===== config.mk =====
export PLATFORM = sky130hd
export DESIGN_NAME = gpio_altfn_mux
export DESIGN_NICKNAME = d
export VERILOG_FILES = /design/src/rtl/gafm_pkg.sv /design/src/rtl/gafm_port_cfg.sv /design/src/rtl/gafm_port_out.sv /design/src/rtl/gafm_in_resolve.sv /design/src/rtl/gpio_altfn_mux.sv
export SDC_FILE = /design/constraint.sdc
export NUM_CORES = 2
export LEC_CHECK = 0
export BUFFER_PORTS_ARGS = -buffer_cell sky130_fd_sc_hd__clkbuf_2
export CAP_MARGIN = 25
export CORE_MARGIN = 1
export CORE_UTILIZATION = 47
export CTS_CLUSTER_DIAMETER = 80
export CTS_CLUSTER_SIZE = 25
export DETAILED_ROUTE_END_ITERATION = 10
export PLACE_DENSITY = 0.69
export REMOVE_ABC_BUFFERS = 1
export SETUP_SLACK_MARGIN = 0.1
export SYNTH_ARGS = -nofsm -noshare
export SYNTH_HDL_FRONTEND = slang
export SYNTH_SLANG_ARGS = --single-unit

===== constraint.sdc =====
create_clock -name clk -period 5.15 [get_ports clk]
set_clock_uncertainty 0.15 [all_clocks]
set_input_delay 1.545 -clock clk [delete_from_list [all_inputs] [get_ports clk]]
set_output_delay 1.545 -clock clk [all_outputs]
set_load 0.01 [all_outputs]

===== src/rtl/gafm_pkg.sv =====
package gafm_pkg;

  typedef enum logic [2:0] {
    REG_DATA = 3'd0,
    REG_DIR  = 3'd1,
    REG_AFEN = 3'd2,
    REG_FSEL = 3'd3,
    REG_DEN  = 3'd4,
    REG_PU   = 3'd5,
    REG_PD   = 3'd6
  } reg_sel_e;

  // peripheral signal addressed by a nonzero code on a pin position
  function automatic int sig_index(input int code, input int pin, input int pins);
    return (code - 1) * pins + pin;
  endfunction

  // lowest set bit of a port-match vector (lowest port wins)
  function automatic logic [31:0] lowest_one(input logic [31:0] v);
    return v & (~v + 32'd1);
  endfunction

endpackage


===== src/rtl/gafm_port_cfg.sv =====
module gafm_port_cfg
  import gafm_pkg::*;
#(
  parameter int PINS = 8,
  parameter int FSEL_W = 4,
  parameter bit IS_DBG = 1'b0,
  parameter logic [PINS-1:0] DBG_MASK = '0,
  parameter int DBG_CODE = 1
) (
  input  logic                     clk,
  input  logic                     rst_n,
  input  logic                     wr_hit,
  input  logic [2:0]               wr_reg,
  input  logic [PINS*FSEL_W-1:0]   wr_data,
  output logic [PINS-1:0]          data_q,
  output logic [PINS-1:0]          dir_q,
  output logic [PINS-1:0]          afen_q,
  output logic [PINS*FSEL_W-1:0]   fsel_q,
  output logic [PINS-1:0]          den_q,
  output logic [PINS-1:0]          pu_q,
  output logic [PINS-1:0]          pd_q
);
  localparam int DW = PINS * FSEL_W;
  localparam logic [PINS-1:0] ON_RST = IS_DBG ? DBG_MASK : '0;

  function automatic logic [DW-1:0] fsel_image();
    logic [DW-1:0] r;
    r = '0;
    for (int i = 0; i < PINS; i++)
      if (ON_RST[i]) r[i*FSEL_W +: FSEL_W] = FSEL_W'(DBG_CODE);
    return r;
  endfunction

  localparam logic [DW-1:0] FSEL_RST = fsel_image();

  always_ff @(posedge clk or negedge rst_n) begin
    if (!rst_n) begin
      data_q <= '0;
      dir_q  <= '0;
      afen_q <= ON_RST;
      fsel_q <= FSEL_RST;
      den_q  <= ON_RST;
      pu_q   <= ON_RST;
      pd_q   <= '0;
    end else if (wr_hit) begin
      case (wr_reg)
        REG_DATA: data_q <= wr_data[PINS-1:0];
        REG_DIR:  dir_q  <= wr_data[PINS-1:0];
        REG_AFEN: afen_q <= wr_data[PINS-1:0];
        REG_FSEL: fsel_q <= wr_data;
        REG_DEN:  den_q  <= wr_data[PINS-1:0];
        REG_PU:   pu_q   <= wr_data[PINS-1:0];
        REG_PD:   pd_q   <= wr_data[PINS-1:0];
        default: ;
      endcase
    end
  end

  // set once any write reaches this port; until then the reset image must hold
  logic touched;
  always_ff @(posedge clk or negedge rst_n) begin
    if (!rst_n) touched <= 1'b0;
    else if (wr_hit) touched <= 1'b1;
  end

  assert_reset_image_R9: assert property (@(posedge clk) disable iff (!rst_n)
    !touched |-> (afen_q == ON_RST && den_q == ON_RST && pu_q == ON_RST &&
                  pd_q == '0 && fsel_q == FSEL_RST && data_q == '0 && dir_q == '0));

  assert_write_lands_R8: assert property (@(posedge clk) disable iff (!rst_n)
    (wr_hit && wr_reg == REG_FSEL) |=> (fsel_q == $past(wr_data)));

endmodule


===== src/rtl/gafm_port_out.sv =====
module gafm_port_out
  import gafm_pkg::*;
#(
  parameter int PINS = 8,
  parameter int FSEL_W = 4
) (
  input  logic [PINS-1:0]          data_q,
  input  logic [PINS-1:0]          dir_q,
  input  logic [PINS-1:0]          afen_q,
  input  logic [PINS*FSEL_W-1:0]   fsel_q,
  input  logic [((1<<FSEL_W)-1)*PINS-1:0] per_out,
  input  logic [((1<<FSEL_W)-1)*PINS-1:0] per_oe,
  output logic [PINS-1:0]          pin_out,
  output logic [PINS-1:0]          pin_oe
);
  localparam int NSIG = ((1 << FSEL_W) - 1) * PINS;
  localparam int SIG_W = $clog2(NSIG);

  for (genvar i = 0; i < PINS; i++) begin : g_pin
    logic [FSEL_W-1:0] code;
    logic [SIG_W-1:0]  idx;
    assign code = fsel_q[i*FSEL_W +: FSEL_W];
    assign idx  = SIG_W'(sig_index(int'(code), i, PINS));

    always_comb begin
      if (!afen_q[i]) begin
        pin_out[i] = data_q[i];
        pin_oe[i]  = dir_q[i];
      end else if (code == '0) begin
        pin_out[i] = 1'b0;
        pin_oe[i]  = 1'b0;
      end else begin
        pin_out[i] = per_out[idx];
        pin_oe[i]  = per_oe[idx];
      end
    end
  end

endmodule


===== src/rtl/gafm_in_resolve.sv =====
module gafm_in_resolve
  import gafm_pkg::*;
#(
  parameter int NUM_PORTS = 4,
  parameter int PINS = 8,
  parameter int FSEL_W = 4
) (
  input  logic                               clk,
  input  logic                               rst_n,
  input  logic [NUM_PORTS*PINS-1:0]          pin_in,
  input  logic [NUM_PORTS*PINS-1:0]          afen_all,
  input  logic [NUM_PORTS*PINS-1:0]          den_all,
  input  logic [NUM_PORTS*PINS*FSEL_W-1:0]   fsel_all,
  output logic [((1<<FSEL_W)-1)*PINS-1:0]    per_in
);
  localparam int NSIG = ((1 << FSEL_W) - 1) * PINS;

  for (genvar s = 0; s < NSIG; s++) begin : g_sig
    localparam int PIN  = s % PINS;
    localparam int CODE = s / PINS + 1;

    logic [NUM_PORTS-1:0] match;
    logic [NUM_PORTS-1:0] win;
    logic [NUM_PORTS-1:0] lvl;

    for (genvar p = 0; p < NUM_PORTS; p++) begin : g_port
      localparam int G = p * PINS + PIN;
      assign match[p] = afen_all[G] & den_all[G] &
                        (fsel_all[G*FSEL_W +: FSEL_W] == FSEL_W'(CODE));
      assign lvl[p] = pin_in[G];
    end

    assign win       = NUM_PORTS'(lowest_one(32'(match)));
    assign per_in[s] = |(win & lvl);

    assert_single_winner_R6: assert property (@(posedge clk) disable iff (!rst_n)
      $onehot0(win) && ((match == '0) == (win == '0)));

    assert_unmapped_low_R7: assert property (@(posedge clk) disable iff (!rst_n)
      (match == '0) |-> !per_in[s]);
  end

endmodule


===== src/rtl/gpio_altfn_mux.sv =====
module gpio_altfn_mux
  import gafm_pkg::*;
#(
  parameter int NUM_PORTS = 4,
  parameter int PINS = 8,
  parameter int FSEL_W = 4,
  parameter int DBG_PORT = 2,
  parameter logic [PINS-1:0] DBG_MASK = 'h0F,
  parameter int DBG_CODE = 1
) (
  input  logic                                  clk,
  input  logic                                  rst_n,
  input  logic                                  wr_en,
  input  logic [$clog2(NUM_PORTS)-1:0]          wr_port,
  input  logic [2:0]                            wr_reg,
  input  logic [PINS*FSEL_W-1:0]                wr_data,
  input  logic [NUM_PORTS*PINS-1:0]             pin_in,
  output logic [NUM_PORTS*PINS-1:0]             pin_out,
  output logic [NUM_PORTS*PINS-1:0]             pin_oe,
  output logic [NUM_PORTS*PINS-1:0]             pad_den,
  output logic [NUM_PORTS*PINS-1:0]             pad_pu,
  output logic [NUM_PORTS*PINS-1:0]             pad_pd,
  input  logic [((1<<FSEL_W)-1)*PINS-1:0]       per_out,
  input  logic [((1<<FSEL_W)-1)*PINS-1:0]       per_oe,
  output logic [((1<<FSEL_W)-1)*PINS-1:0]       per_in
);
  localparam int PW   = $clog2(NUM_PORTS);
  localparam int NPIN = NUM_PORTS * PINS;
  localparam int DW   = PINS * FSEL_W;

  logic [NPIN-1:0]        data_all, dir_all, afen_all;
  logic [NPIN*FSEL_W-1:0] fsel_all;

  for (genvar p = 0; p < NUM_PORTS; p++) begin : g_port
    logic wr_hit;
    assign wr_hit = wr_en && (wr_port == PW'(p));

    gafm_port_cfg #(
      .PINS(PINS), .FSEL_W(FSEL_W), .IS_DBG(p == DBG_PORT),
      .DBG_MASK(DBG_MASK), .DBG_CODE(DBG_CODE)
    ) u_cfg (
      .clk(clk), .rst_n(rst_n), .wr_hit(wr_hit), .wr_reg(wr_reg), .wr_data(wr_data),
      .data_q(data_all[p*PINS +: PINS]), .dir_q(dir_all[p*PINS +: PINS]),
      .afen_q(afen_all[p*PINS +: PINS]), .fsel_q(fsel_all[p*DW +: DW]),
      .den_q(pad_den[p*PINS +: PINS]), .pu_q(pad_pu[p*PINS +: PINS]),
      .pd_q(pad_pd[p*PINS +: PINS])
    );

    gafm_port_out #(.PINS(PINS), .FSEL_W(FSEL_W)) u_out (
      .data_q(data_all[p*PINS +: PINS]), .dir_q(dir_all[p*PINS +: PINS]),
      .afen_q(afen_all[p*PINS +: PINS]), .fsel_q(fsel_all[p*DW +: DW]),
      .per_out(per_out), .per_oe(per_oe),
      .pin_out(pin_out[p*PINS +: PINS]), .pin_oe(pin_oe[p*PINS +: PINS])
    );
  end

  gafm_in_resolve #(.NUM_PORTS(NUM_PORTS), .PINS(PINS), .FSEL_W(FSEL_W)) u_in (
    .clk(clk), .rst_n(rst_n), .pin_in(pin_in), .afen_all(afen_all),
    .den_all(pad_den), .fsel_all(fsel_all), .per_in(per_in)
  );

  for (genvar g = 0; g < NPIN; g++) begin : g_chk
    assert_gpio_path_R2: assert property (@(posedge clk) disable iff (!rst_n)
      !afen_all[g] |-> (pin_out[g] == data_all[g] && pin_oe[g] == dir_all[g]));

    assert_code0_quiet_R4: assert property (@(posedge clk) disable iff (!rst_n)
      (afen_all[g] && fsel_all[g*FSEL_W +: FSEL_W] == '0) |-> (!pin_oe[g] && !pin_out[g]));
  end

endmodule


==> Yosys cells after proc, flatten, opt, wreduce, memory -nomap -nowiden <==
Index checks and enable logic that the tools add are counted.
{ "classes": {"reduce_logical": 186, "n_mux": 256, "add_sub_neg": 180, "eq_ne": 489, "n_lt_le_gt_ge": 32, "n_bitwise": 872} }
{ "op_table": {"columns": ["op", "count"], "rows": [
  ["$eq 4x4->1 const B", 256],
  ["$and 4x4->4", 240],
  ["$and 1x1->1", 512],
  ["$eq 4x3->1 const B", 128],
  ["$add 4x1->4 const B", 120],
  ["$not 4->4", 120],
  ["$reduce_or 4->1", 120],
  ["$bmux 1 s7", 56],
  ["$eq 4x2->1 const B", 64],
  ["$lt 7x8->1 const B", 32],
  ["$mux 1", 192],
  ["$eq 4x1->1 const B", 32],
  ["$logic_not 4->1", 32],
  ["$sub 4x1->4 const B", 32],
  ["$add 7x4->7 const B", 16],
  ["$add 7x3->7 const B", 8],
  ["$reduce_and 2->1", 28],
  ["$bmux 1 s4", 8],
  ["$add 7x2->7 const B", 4],
  ["$eq 3x3->1 const B", 3],
  ["$eq 3x2->1 const B", 2],
  ["$eq 2x2->1 const B", 2],
  ["$logic_and 1x1->1", 4],
  ["$eq 3x1->1 const B", 1],
  ["3 further kinds", 3]
]} }
{ "totals": {"reg_bits": 320, "wordCells": 2043, "in_bits": 312, "output_inout_bits": 280} }

==> Logic depth before layout (Yosys ltp) <==
{ "logic_depth": {"word_depth": 7, "depth_mapped": 8, "ltp_nobuf": 6} }

==> By module <==
Synthesis repeated with hierarchy kept, for this count alone.
{ "unflattened": {"cells_unflattened": 3053, "area_unflattened_um2": 31629.1} }
{ "by_module_without_submodules": {"columns": ["module", "area_per_inst_um2", "instances", "seq_area_each_um2", "cells_per_inst"], "rows": [
  ["gafm_port_cfg at g_port[0].u_cfg ...", 3032.9, 3, 2001.9, 177],
  ["gafm_in_resolve", 6924.1, 1, 0.0, 1125],
  ["gafm_port_out at g_port[0].u_out ...", 3136.8, 2, 0.0, 304],
  ["gafm_port_out at g_port[3].u_out", 3126.7, 1, 0.0, 304],
  ["gafm_port_out at g_port[2].u_out", 3115.5, 1, 0.0, 304],
  ["gafm_port_cfg at g_port[2].u_cfg", 3052.9, 1, 2021.9, 177],
  ["gpio_altfn_mux", 37.5, 1, 0.0, 4]
]} }

==> Worst setup path after synthesis <==
OpenSTA, ideal clock, no wires.
{ "synth_path": {"path_type": "register to output", "from": "register g_port[2].u_cfg.fsel_q[12]", "to": "output port pin_oe[19]", "arrival_time_ps": 2780, "path_buffers": 2, "stages_incl_launch_ff": 9, "setup_slack_ps": 675, "cell_sequence": "dfstp_2 > buf_1 > inv_1 > ha_1 > clkbuf_1 > mux2_2 > mux4_2 > nand3_1 > o311ai_0"} }
{ "synth_via": {"elab_chain_cells": 6} }
{ "synth_lines": {"columns": ["element", "line", "source"], "rows": [
  ["start, declared", "gafm_port_cfg.sv:18", "output logic [PINS*FSEL_W-1:0] fsel_q,"],
  ["start signal, assigned", "gafm_port_cfg.sv:50", "REG_FSEL: fsel_q <= wr_data;"],
  ["$sub 4x1->4", "gafm_pkg.sv:15", "return (code - 1) * pins + pin;"],
  ["$add 7x3->7", "gafm_pkg.sv:15", null],
  ["$bmux 1 s7", "gafm_port_out.sv:34", "pin_oe[i] = per_oe[idx];"],
  ["$mux 1 (implied by the code)", "gafm_port_out.sv:34", null],
  ["$mux 1 *", "gafm_port_out.sv:29", "end else if (code == '0) begin"],
  ["$mux 1 *", "gafm_port_out.sv:26", "if (!afen_q[i]) begin"],
  ["end, declared", "gpio_altfn_mux.sv:19", "output logic [NUM_PORTS*PINS-1:0] pin_oe,"]
]} }
Mark *: on every way between the ends. The rest lies on a longest branch, timed or not. The select of a mux whose other input is x is not followed.

==> Worst setup path in the final report <==
{ "layout_path": {"from": "register g_port[2].u_cfg.fsel_q[8]", "to": "output port pin_oe[18]"} }
Same word-level chain as after synthesis.

==> impl_metrics.ini <==
[critical_path]
worstPathArrival_ns = 3.29
worstSetupPathType = flop to primary output
ff2ff_path_depth = 3
endpoint = pin_oe[18]
cp.required_ns = 3.46
cp-end-kind = primary output
reg2reg_slack_ns = 3.83
start_kind = flop
r2r-end = g_port[1].u_cfg.fsel_q[18]
cp-startpoint = g_port[2].u_cfg.fsel_q[8]
timing.rr.start = g_port[1].u_cfg.fsel_q[18]
cp_max_fo = 7

[grt]
grtUsageTotal_pct = 33.4
grt_overflow = 0
grt_antenna_before_repair = 15
grt_pass1_wl_microns = 177000
grt_max_degree = 104
grt_pass1_vias = 29000

[synth]
yosysWarnings = 0
synth_area_leader_cell = dfrtp_1
ys_ff_latch = 320
async_flop_share_pct = 100
synth_top_area_share_pct = 24.0
netlist_top_cells_area = dfrtp_1 (24%), mux2_2 (15%), mux4_2 (11%), ha_1 (5.0%), nand2_1 (3.4%)
avgSynthCellArea_sq_um = 9.62
ys.flop_type = dfrtp_1
synth.distinct_cells = 77
synthesis.area_sq_mm = 0.0317
synth_cells = 3299
synth_edf_count = 0
synth_seq_area_share_pct = 25.3

[cells_and_area]
fin_cells = 4656
final_nets = 4206
most-common-layout-cells = clkbuf_2 (590), mux2_2 (426), dfrtp_1 (299)
syn_to_final_growth_pct = 15.2
drive_gt1_share_pct = 36.6
final_core_util_pct = 55.2
final_common_cell = clkbuf_2

[clock_network]
cts_inserted_buffers = 26
clk_path_buf_depth = 3
cts_max_level = 1
cts_root_buffer = clkbuf_16
cts_tree = yes
clk_latency_ns = 0.56
postCtsSetupRepairBufs = 0
ctsResizeCount = 6
cts_num_sinks = 320
cts_hold_buf = 0
clk_pin_slew_worst_paths_ns = 0.08

[place]
place_inst = 4600
hpwlAfterDp_microns = 90400
port_buffers = 591
place_congestion = 0.984

[pwr]
p_int_mw = 7.40
vdd_ir_drop_max_mv = 0.256
switching_power_mw = 5.79
comb_power_share_pct = 53.6
p_leak_nw = 15.3
power.total_mw = 13.2
power_frac_seq_pct = 29.6
netSwitchingFraction_pct = 43.9
power.density_mw_per_mm2 = 361
clkPwrFrac_pct = 16.8

[run_status]
status = completed

[floorplan]
initial_utilization_pct = 47.9
io_pins = 592
die_w_microns = 262
coreArea_sq_mm = 0.0662
die_h_microns = 262
row_count = 94
dieArea_sq_mm = 0.0685

[routing]
via_per_inst = 6.70
drt-initial-drc-count = 3440
drc = 0
drt_pass1_iterations = 6
routedWlPerCell_microns = 25.6
num_vias = 31200
drt_wl_total_microns = 119000
ant_nets = 0

[sta]
setup_violations = 0
rsz0062_at_grt = no
fin_crit_ns = 4.98
setup_tns_ns = 0
fmax_mhz = 201
period_share_pct = 96.7
hold_violations = 0
max_slew_margin_pct = 28.3
worst_pin_slew_ns = 1.07
maxSlewViolCount = 0

[min_path]
worst_hold_path_type = flop to flop
whs_path_depth = 1

[job]
drv_cap = 0
## cell usage after synthesis (all sizes together), types with 15 or more instances
cell	number
a31oi	61
ha	128
o31ai	38
or3	25
o22ai	58
nand3b	16
o21ai	103
and3	54
xor2	32
nand2b	62
nor3b	34
o311ai	75
a311oi	31
nor2	204
and4b	26
nand4	45
a22oi	22
inv	104
clkbuf	165
mux2i	87
a32o	29
a32oi	42
nor3	68
a221o	15
and4	18
buf	73
nand3	127
nand2	291
a21oi	36
nor2b	79
a211oi	45
dfstp	16
mux2	426
o211ai	16
a22o	16
dfrtp	304
mux4	160
## layout make-up
| type | instances | area [sq um] |
|---|---|---|
| multi-input cells | 2637 | 22400 |
| flip-flops and latches | 320 | 8040 |
| diodes | 6 | 15.0 |
| clock buffers | 32 | 694 |
| well taps | 864 | 1080 |
| clock inverters | 16 | 245 |
| fillers | 5990 | 29700 |
| inverters | 104 | 390 |
| repair buffers | 677 | 3660 |
## power groups by stage
stage / Combinational (mW) / Sequential (mW) / Clock, mW
after CTS: 6.96 / 3.86 / 2.28
after global placement: 6.87 / 3.89 / 0
after floorplan: 4.44 / 3.83 / 0
after detailed placement: 6.92 / 3.91 / 0
after global routing: 7.54 / 3.98 / 2.37
final: 7.07 / 3.90 / 2.22
## layer usage
| metal | routed length (microns) | track usage, % | part of all wire [%] | vias to the layer above |
|---|---|---|---|---|
| li1 | - | - | - | 13800 |
| met1 | 47700 | 43.9 | 40 | 15400 |
| met2 | 55900 | 54.2 | 47 | 1759 |
| met3 | 10600 | 6.79 | 8.9 | 307 |
| met4 | 4800 | 12.4 | 4.0 | 18 |
| met5 | 138 | 0 | 0.12 | - |
## through the flow
step | cell area [sq um] | worst slack, ns | hold WS [ns]
finish | 36600 | 0.169 | 0.355
global route | 36500 | 0.110 | 0.371
global placement | 35500 | 0.327 | 0.331
detailed placement | 35500 | 0.269 | 0.336
CTS | 36500 | 0.102 | 0.355
floorplan | 30800 | 0.801 | 0.321
## registers in the layout, summed over array words and instances (netlist names)
name	count
g_port.u_cfg.afen_q	32
g_port.u_cfg.data_q	32
g_port.u_cfg.den_q	32
g_port.u_cfg.dir_q	32
g_port.u_cfg.fsel_q	128
g_port.u_cfg.pd_q	32
g_port.u_cfg.pu_q	32
## worst max-delay path, stage by stage (launching register included)
cell,delay (ns)
dfstp_2,0.54
inv_1,0.13
ha_1,0.60
mux2i_1,0.14
mux4_2,0.51
a311o_1,0.33
o311ai_0,0.20
clkbuf_2,0.25
## how the worst min path moves through the flow
stage                         startpoint                        end
6_report        g_port[0].u_cfg.dir_q[0]   g_port[0].u_cfg.dir_q[0]
4_1_cts         g_port[0].u_cfg.dir_q[3]   g_port[0].u_cfg.dir_q[3]
3_5_place_dp    g_port[0].u_cfg.dir_q[3]   g_port[0].u_cfg.dir_q[3]
3_3_place_gp   g_port[0].u_cfg.data_q[5]  g_port[0].u_cfg.data_q[5]
5_1_grt          g_port[2].u_cfg.pd_q[6]    g_port[2].u_cfg.pd_q[6]
2_1_floorplan  g_port[1].u_cfg.data_q[6]  g_port[1].u_cfg.data_q[6]
## cell families (layout without fill, tap and decap cells)
family / count (synthesis) / count (layout) / synth area share (%)
buffers and inverters: 342 / 829 / 4.28
and+or+nand+nor: 1101 / 1101 / 18.0
AOI/OAI and AO/OA: 703 / 703 / 16.6
other: 0 / 6 / 0
adders and majority gates: 128 / 128 / 5.05
DFF: 320 / 320 / 25.3
muxes: 673 / 673 / 29.3
xor gates and xnor gates: 32 / 32 / 1.46
Note: power is estimated with default switching activity, not from simulation.
